### src/rtl/irq_flag_pkg.sv
package irq_flag_pkg;
  localparam int NUM_LINES = 7;
  localparam int SUB_W     = 7;
  localparam int SUB_EN_W  = 4;
  localparam int POL_W     = 2;
  localparam int ADDR_W    = 3;
  localparam int DATA_W    = 8;

  localparam logic [ADDR_W-1:0] A_MAIN_EN   = 3'd0;
  localparam logic [ADDR_W-1:0] A_MAIN_FLAG = 3'd1;
  localparam logic [ADDR_W-1:0] A_SUB_EN    = 3'd2;
  localparam logic [ADDR_W-1:0] A_SUB_FLAG  = 3'd3;
  localparam logic [ADDR_W-1:0] A_POL       = 3'd4;

  // sub-source flag bits
  localparam int S_XFER = 0;
  localparam int S_RTC  = 1;
  localparam int S_FC0  = 2;
  localparam int S_FC1  = 3;
  localparam int S_PLLR = 4;
  localparam int S_PLLF = 5;
  localparam int S_WAKE = 6;

  // sub enable bits
  localparam int N_XFER = 0;
  localparam int N_RTC  = 1;
  localparam int N_FC   = 2;
  localparam int N_PLL  = 3;

  // synchronized event detectors
  localparam int E_PIN0  = 0;
  localparam int E_PIN1  = 1;
  localparam int E_PIN3  = 2;
  localparam int E_PIN5  = 3;
  localparam int E_FC0   = 4;
  localparam int E_FC1   = 5;
  localparam int E_PLLR  = 6;
  localparam int E_PLLF  = 7;
  localparam int E_XFER  = 8;
  localparam int E_RTC   = 9;
  localparam int E_WAKE  = 10;
  localparam int NUM_EVT = 11;

  // merged lines
  localparam int M_L2    = 0;
  localparam int M_L4    = 1;
  localparam int M_L6    = 2;
  localparam int NUM_MRG = 3;
endpackage

### src/rtl/irq_edge_det.sv
module irq_edge_det #(
  parameter int STAGES = 2
) (
  input  logic clk_i,
  input  logic rst_ni,
  input  logic sig_i,
  input  logic fall_i,
  output logic pulse_o
);
  logic s_q;
  logic prev_q;

  generate
    if (STAGES > 0) begin : g_sync
      logic [STAGES-1:0] sr_q;
      always_ff @(posedge clk_i or negedge rst_ni) begin
        if (!rst_ni) begin
          sr_q <= '0;
        end else begin
          sr_q[0] <= sig_i;
          for (int k = 1; k < STAGES; k++) sr_q[k] <= sr_q[k-1];
        end
      end
      assign s_q = sr_q[STAGES-1];
    end else begin : g_direct
      assign s_q = sig_i;
    end
  endgenerate

  always_ff @(posedge clk_i or negedge rst_ni) begin
    if (!rst_ni) prev_q <= 1'b0;
    else         prev_q <= s_q;
  end

  assign pulse_o = fall_i ? (prev_q & ~s_q) : (s_q & ~prev_q);
endmodule

### src/rtl/irq_flag_bank.sv
module irq_flag_bank #(
  parameter int W = 8
) (
  input  logic         clk_i,
  input  logic         rst_ni,
  input  logic [W-1:0] set_i,
  input  logic [W-1:0] clr_i,
  output logic [W-1:0] q_o
);
  // set dominates clear
  always_ff @(posedge clk_i or negedge rst_ni) begin
    if (!rst_ni) q_o <= '0;
    else         q_o <= set_i | (q_o & ~clr_i);
  end
endmodule

### src/rtl/irq_regs.sv
module irq_regs
  import irq_flag_pkg::*;
(
  input  logic                 clk_i,
  input  logic                 rst_ni,
  input  logic                 we_i,
  input  logic [ADDR_W-1:0]    addr_i,
  input  logic [DATA_W-1:0]    wdata_i,
  input  logic [NUM_LINES-1:0] main_flag_i,
  input  logic [SUB_W-1:0]     sub_flag_i,
  output logic [NUM_LINES-1:0] main_en_o,
  output logic [SUB_EN_W-1:0]  sub_en_o,
  output logic [POL_W-1:0]     pol_o,
  output logic [SUB_W-1:0]     sub_clr_o,
  output logic [DATA_W-1:0]    rdata_o
);
  logic unused_wdata;
  assign unused_wdata = wdata_i[DATA_W-1];

  always_ff @(posedge clk_i or negedge rst_ni) begin
    if (!rst_ni) begin
      main_en_o <= '0;
      sub_en_o  <= '0;
      pol_o     <= '0;
    end else if (we_i) begin
      case (addr_i)
        A_MAIN_EN: main_en_o <= wdata_i[NUM_LINES-1:0];
        A_SUB_EN:  sub_en_o  <= wdata_i[SUB_EN_W-1:0];
        A_POL:     pol_o     <= wdata_i[POL_W-1:0];
        default: ;
      endcase
    end
  end

  // zero bits clear, one bits ignored
  assign sub_clr_o = (we_i && addr_i == A_SUB_FLAG) ? ~wdata_i[SUB_W-1:0] : '0;

  always_comb begin
    rdata_o = '0;
    case (addr_i)
      A_MAIN_EN:   rdata_o[NUM_LINES-1:0] = main_en_o;
      A_MAIN_FLAG: rdata_o[NUM_LINES-1:0] = main_flag_i;
      A_SUB_EN:    rdata_o[SUB_EN_W-1:0]  = sub_en_o;
      A_SUB_FLAG:  rdata_o[SUB_W-1:0]     = sub_flag_i;
      A_POL:       rdata_o[POL_W-1:0]     = pol_o;
      default:     rdata_o = '0;
    endcase
  end
endmodule

### src/rtl/irq_flag_ctrl.sv
module irq_flag_ctrl
  import irq_flag_pkg::*;
#(
  parameter int SYNC_STAGES = 2
) (
  input  logic                 clk_i,
  input  logic                 rst_ni,
  input  logic [3:0]           ext_pin_i,
  input  logic [1:0]           flash_col_i,
  input  logic                 pll_lock_i,
  input  logic                 xfer_busy_ni,
  input  logic                 rtc_tick_ni,
  input  logic                 wake_tmo_i,
  input  logic                 reg_we_i,
  input  logic [ADDR_W-1:0]    reg_addr_i,
  input  logic [DATA_W-1:0]    reg_wdata_i,
  output logic [DATA_W-1:0]    reg_rdata_o,
  input  logic [NUM_LINES-1:0] ack_i,
  output logic [NUM_LINES-1:0] irq_o
);
  logic [NUM_LINES-1:0] main_en, main_flag, main_set;
  logic [SUB_EN_W-1:0]  sub_en;
  logic [POL_W-1:0]     pol;
  logic [SUB_W-1:0]     sub_flag, sub_set, sub_clr;
  logic [NUM_EVT-1:0]   evt_raw, evt_fall, evt_pulse;
  logic [NUM_MRG-1:0]   m_line, m_fall, m_pulse;

  // raw event lines; active-low sources inverted ahead of the synchronizer
  always_comb begin
    evt_raw          = '0;
    evt_fall         = '0;
    evt_raw[E_PIN0]  = ext_pin_i[0];
    evt_raw[E_PIN1]  = ext_pin_i[1];
    evt_raw[E_PIN3]  = ext_pin_i[2];
    evt_raw[E_PIN5]  = ~ext_pin_i[3];
    evt_raw[E_FC0]   = flash_col_i[0];
    evt_raw[E_FC1]   = flash_col_i[1];
    evt_raw[E_PLLR]  = pll_lock_i;
    evt_raw[E_PLLF]  = pll_lock_i;
    evt_raw[E_XFER]  = ~xfer_busy_ni;
    evt_raw[E_RTC]   = ~rtc_tick_ni;
    evt_raw[E_WAKE]  = wake_tmo_i;
    evt_fall[E_PIN3] = pol[1];
    evt_fall[E_PLLF] = 1'b1;
  end

  generate
    for (genvar g = 0; g < NUM_EVT; g++) begin : g_evt
      irq_edge_det #(.STAGES(SYNC_STAGES)) u_det (
        .clk_i   (clk_i),
        .rst_ni  (rst_ni),
        .sig_i   (evt_raw[g]),
        .fall_i  (evt_fall[g]),
        .pulse_o (evt_pulse[g])
      );
    end
  endgenerate

  always_comb begin
    sub_set         = '0;
    sub_set[S_XFER] = evt_pulse[E_XFER];
    sub_set[S_RTC]  = evt_pulse[E_RTC];
    sub_set[S_FC0]  = evt_pulse[E_FC0];
    sub_set[S_FC1]  = evt_pulse[E_FC1];
    sub_set[S_PLLR] = evt_pulse[E_PLLR];
    sub_set[S_PLLF] = evt_pulse[E_PLLF];
    sub_set[S_WAKE] = evt_pulse[E_WAKE];
  end

  irq_flag_bank #(.W(SUB_W)) u_sub_flags (
    .clk_i  (clk_i),
    .rst_ni (rst_ni),
    .set_i  (sub_set),
    .clr_i  (sub_clr),
    .q_o    (sub_flag)
  );

  // merged sub-source lines, edge detected on registered flags
  always_comb begin
    m_line       = '0;
    m_line[M_L2] = sub_en[N_FC] & (sub_flag[S_FC0] | sub_flag[S_FC1]);
    m_line[M_L4] = sub_en[N_PLL] & (sub_flag[S_PLLR] | sub_flag[S_PLLF]);
    m_line[M_L6] = (sub_en[N_XFER] & sub_flag[S_XFER]) |
                   (sub_en[N_RTC] & sub_flag[S_RTC]);
    m_fall       = '0;
    m_fall[M_L2] = pol[0];
  end

  generate
    for (genvar m = 0; m < NUM_MRG; m++) begin : g_mrg
      irq_edge_det #(.STAGES(0)) u_det (
        .clk_i   (clk_i),
        .rst_ni  (rst_ni),
        .sig_i   (m_line[m]),
        .fall_i  (m_fall[m]),
        .pulse_o (m_pulse[m])
      );
    end
  endgenerate

  always_comb begin
    main_set    = '0;
    main_set[0] = evt_pulse[E_PIN0];
    main_set[1] = evt_pulse[E_PIN1];
    main_set[2] = m_pulse[M_L2];
    main_set[3] = evt_pulse[E_PIN3];
    main_set[4] = m_pulse[M_L4];
    main_set[5] = evt_pulse[E_PIN5];
    main_set[6] = m_pulse[M_L6];
  end

  irq_flag_bank #(.W(NUM_LINES)) u_main_flags (
    .clk_i  (clk_i),
    .rst_ni (rst_ni),
    .set_i  (main_set),
    .clr_i  (ack_i),
    .q_o    (main_flag)
  );

  irq_regs u_regs (
    .clk_i       (clk_i),
    .rst_ni      (rst_ni),
    .we_i        (reg_we_i),
    .addr_i      (reg_addr_i),
    .wdata_i     (reg_wdata_i),
    .main_flag_i (main_flag),
    .sub_flag_i  (sub_flag),
    .main_en_o   (main_en),
    .sub_en_o    (sub_en),
    .pol_o       (pol),
    .sub_clr_o   (sub_clr),
    .rdata_o     (reg_rdata_o)
  );

  assign irq_o = main_flag & main_en;
endmodule

### config.mk
export PLATFORM = sky130hd
export DESIGN_NAME = irq_flag_ctrl
export DESIGN_NICKNAME = d
export VERILOG_FILES = /design/src/rtl/irq_flag_pkg.sv /design/src/rtl/irq_edge_det.sv /design/src/rtl/irq_flag_bank.sv /design/src/rtl/irq_regs.sv /design/src/rtl/irq_flag_ctrl.sv
export SDC_FILE = /design/constraint.sdc
export NUM_CORES = 1
export LEC_CHECK = 0
export BUFFER_PORTS_ARGS = -buffer_cell sky130_fd_sc_hd__buf_2
export CAP_MARGIN = 20
export CORE_UTILIZATION = 45
export CTS_BUF_LIST = sky130_fd_sc_hd__clkbuf_16
export CTS_CLUSTER_SIZE = 20
export DETAILED_ROUTE_END_ITERATION = 12
export PLACE_DENSITY = 0.77
export SLEW_MARGIN = 15
export SYNTH_ARGS = -nofsm -noshare
export SYNTH_HDL_FRONTEND = slang
export SYNTH_SLANG_ARGS = --single-unit
### constraint.sdc
create_clock -name clk_i -period 1.01 [get_ports clk_i]
set_input_delay 0.0505 -clock clk_i [delete_from_list [all_inputs] [get_ports clk_i]]
set_output_delay 0.0505 -clock clk_i [all_outputs]
set_load 0.05 [all_outputs]
==> results.md <==
- Final hold vios: 0
- Max-cap violations: 0
- Global-route wire length before repair: between 7000 and 8000 um
- Root Driver: clkbuf_16
- Total Die Area: ~5300 um^2
- Average size of a mapped cell: around 13 um^2
- Layout area overhead: 58.6%
- Hold_sp: reg_wdata_i[3]
- Largest net degree at the start of global routing: 31
- Post-synthesis compound-gate area fraction: 0.0786
- Placed cell area: approximately 2800 um^2
- Min Hold Slack: 0.00362 ns
- Pwr Density: between 2000 and 2500 nW/um^2
- Post-route setup slack: -0.516 ns
- Grt met2 use: 0.339
- PortBufs: 43
- FFs w/ async S/R, synth: 1.00
- Skew-Pair Late Insertion Delay: around 0.32 ns
- Antenna fix cells: 0
- Met1 Use GR: 0.246
- Leading post-synthesis cells by cell area: dfrtp_1 (66%), mux2_2 (8.5%), o21ai_0 (3.8%), inv_1 (3.5%), mux4_2 (2.0%)
- Global route overflow: 0
- Yosys reg bits: 60
- R2r setup slk: -0.03 ns
- # DRC: 0
- Seq/Total Area, Yosys: 0.664
- Ys Warns: 0
- Crit path DAT: around 1.5 ns
- Max-slew violation count: 0
- Iter 0 DRT Violations: 62
- Post-synth top area cell: dfrtp_1
- Number of flops mapped to enable cells by yosys: 0
- Io pins: 46
- Pre-CTS setup slack: -0.283 ns
- Largest family of logic cells by synthesized area: multiplexers
- Die H: ~73 um
- Yosys top cell area share: 0.664
- Simple-Gate Fraction of Synth Area: 0.0908
- Vias in the first global route: 1,669
- Setup repair after global routing missed its margin: yes
- Critical path class: reg -> out
- Wirelength per Cell: approximately 14 um
- CP Data Required Time: 0.96 ns
- Cts bufs inserted: 9
- R2r startpoint: u_regs.sub_en_o[1]$_DFFE_PN0P_
- Crit share post-route: 1.51
- Failing checks: setup timing
- Clock transition at path regs: roughly 0.050 ns
- Final net count: approximately 310
- Row count: 25
- List of most frequent post-synthesis cells: dfrtp_1 (60), inv_1 (21), mux2_2 (17), o21ai_0 (17), and2_1 (7)
- Layout cells sized above 1: 0.471
- Post-DP HPWL: 2960 um
- Worst Hold End: u_regs.main_en_o[3]$_DFFE_PN0P_
- DR vias/cell: 4.75
- Initial antenna violation count: 0
- R2R cell count: 4
- FMAX: 0.656 GHz
- Synthesized Nets: around 200
- Starting density of the core: 0.472
- FF+latch area: around 1500 um^2
- Post-Syn Instances: 170
- Total iterations of the first detailed-routing run: 4
- Top-count cell post-synth: dfrtp_1
- Core region area: roughly 4800 um^2
- Clock skew: 0.00286 ns
- Synth Flop Type: dfrtp_1
- Static Leak: roughly 1.7 nW
- Total power: between 7 and 8 mW
- Post-synthesis mux area share: 0.113
- Max VDD drop: ~0.0013 V
- Minimum clock period: 1.53 ns
- Met3 usage: 0.0787
- Crit-path max FO: 2
- Global route hottest layer: met2
- HP Class: in -> reg
- Clock Path Buffers: 2
- Vias: about 1,600
- Die width: about 73 um
- Outcome: finished with violations
- WL final: between 4000 and 5000 um
- Total Routing Usage GR: 0.206
- Placer's final routability congestion estimate: 0.787
- Sink Count: 60
- Multi-input gate area: 759 um^2
- CTS tree: done
- Number of H-tree levels: 3
- Crit path launch type: flip-flop
- Worst r2r dst: u_main_flags.q_o[6]$_DFF_PN0_
- Routed Antenna Nets: 0
- Final setup fails: 15
- Synth Area in Adders: 0
- Finished Cell Area: between 3000 and 4000 um^2
- Worst Hold Depth: 2
- Cell variety after synth: 30
- Setup crit end kind: output pin
- Fillcell total: 309
- Netlist Area Pre-Place: around 2300 um^2
- Post-Synth XOR/XNOR Area: 0
## per-stage QoR
step	utilization	setup TNS, ns	instances
2_1_floorplan	-	-0.684	170
3_3_place_gp	0.595	-5.03	305
3_5_place_dp	0.595	-5.66	305
4_1_cts	0.737	-4.44	345
5_1_grt	0.749	-4.99	347
6_report	0.749	-4.50	347
## layout make-up
cell class | count | share of cell area
multi-input cells | 83 | 0.212
well taps | 67 | 0.0234
inverters | 21 | 0.0220
clock buffers | 9 | 0.0628
flip-flops and latches | 60 | 0.419
repair buffers | 102 | 0.249
clock inverters | 5 | 0.0126
## report_power, final
group	total [mW]	switching [mW]	internal [mW]
Sequential	2.87	0.180	2.69
Combinational	1.77	0.806	0.967
Clock	2.79	0.951	1.84
## critical path: stages (launching register included)
cell and delay [ns]:
dfrtp_1 0.40, mux4_2 0.46, nor2b_4 0.14, buf_6 0.14
## layout by cell type (no fill, tap or decap), types with 3 or more instances in the layout
| master | netlist | final |
|---|---|---|
| and2_4 | 0 | 7 |
| o22ai_1 | 4 | 4 |
| clkbuf_16 | 0 | 9 |
| nand2b_1 | 4 | 4 |
| inv_1 | 21 | 21 |
| dfrtp_1 | 60 | 60 |
| buf_4 | 1 | 24 |
| dlygate4sd3_1 | 0 | 22 |
| mux2_2 | 17 | 15 |
| nand2_1 | 3 | 3 |
| buf_8 | 0 | 6 |
| o21ai_0 | 17 | 14 |
| buf_6 | 1 | 19 |
| clkinv_1 | 0 | 4 |
| buf_2 | 3 | 28 |
| nor2_4 | 0 | 3 |
## sequential cells by signal (all words and copies together) (netlist names)
name / flops
g_evt.u_det.prev_q: 10
g_evt.u_det.g_sync.sr_q: 20
g_mrg.u_det.prev_q: 3
u_regs.main_en_o: 7
u_regs.pol_o: 2
u_regs.sub_en_o: 4
u_main_flags.q_o: 7
u_sub_flags.q_o: 7
## worst max-delay path by stage
stage / endpoint / slack (ns) / cells after the start / startpoint
final: reg_rdata_o[3] / -0.52 / 3 / u_main_flags.q_o[3]$_DFF_PN0_
after CTS: reg_rdata_o[2] / -0.52 / 3 / u_sub_flags.q_o[2]$_DFF_PN0_
after global routing: reg_rdata_o[3] / -0.54 / 3 / u_main_flags.q_o[3]$_DFF_PN0_
after floorplan: u_regs.main_en_o[0]$_DFFE_PN0P_ / -0.07 / 3 / reg_addr_i[0]
after global placement: u_regs.sub_en_o[2]$_DFFE_PN0P_ / -0.25 / 4 / reg_addr_i[1]
after detailed placement: u_regs.sub_en_o[0]$_DFFE_PN0P_ / -0.28 / 4 / reg_addr_i[1]
## timing repair
action / CTS / global route
gates resized for setup: 50 / 15
cloned: 0 / 0
endpoints found under the hold margin: 83 / 0
hold buffers: 22 / 0
buffers inserted: 6 / 5
pin swaps: 7 / 6
setup endpoints to repair: 17 / 22
## per-layer routing
metal	wire, um	share of wire
met2	2490	0.51
met5	0	0
met3	235	0.048
met4	53	0.011
met1	2080	0.43
## cells by family (layout without fill, tap and decap cells)
logic type / Yosys count / after routing
flip-flops: 60 / 60
AND/OR/NAND/NOR: 31 / 31
AO/OA/AOI/OAI: 30 / 30
buffers and inverters: 27 / 137
multiplexers: 21 / 21
other: 1 / 1
(Power assumes the default switching activity.)
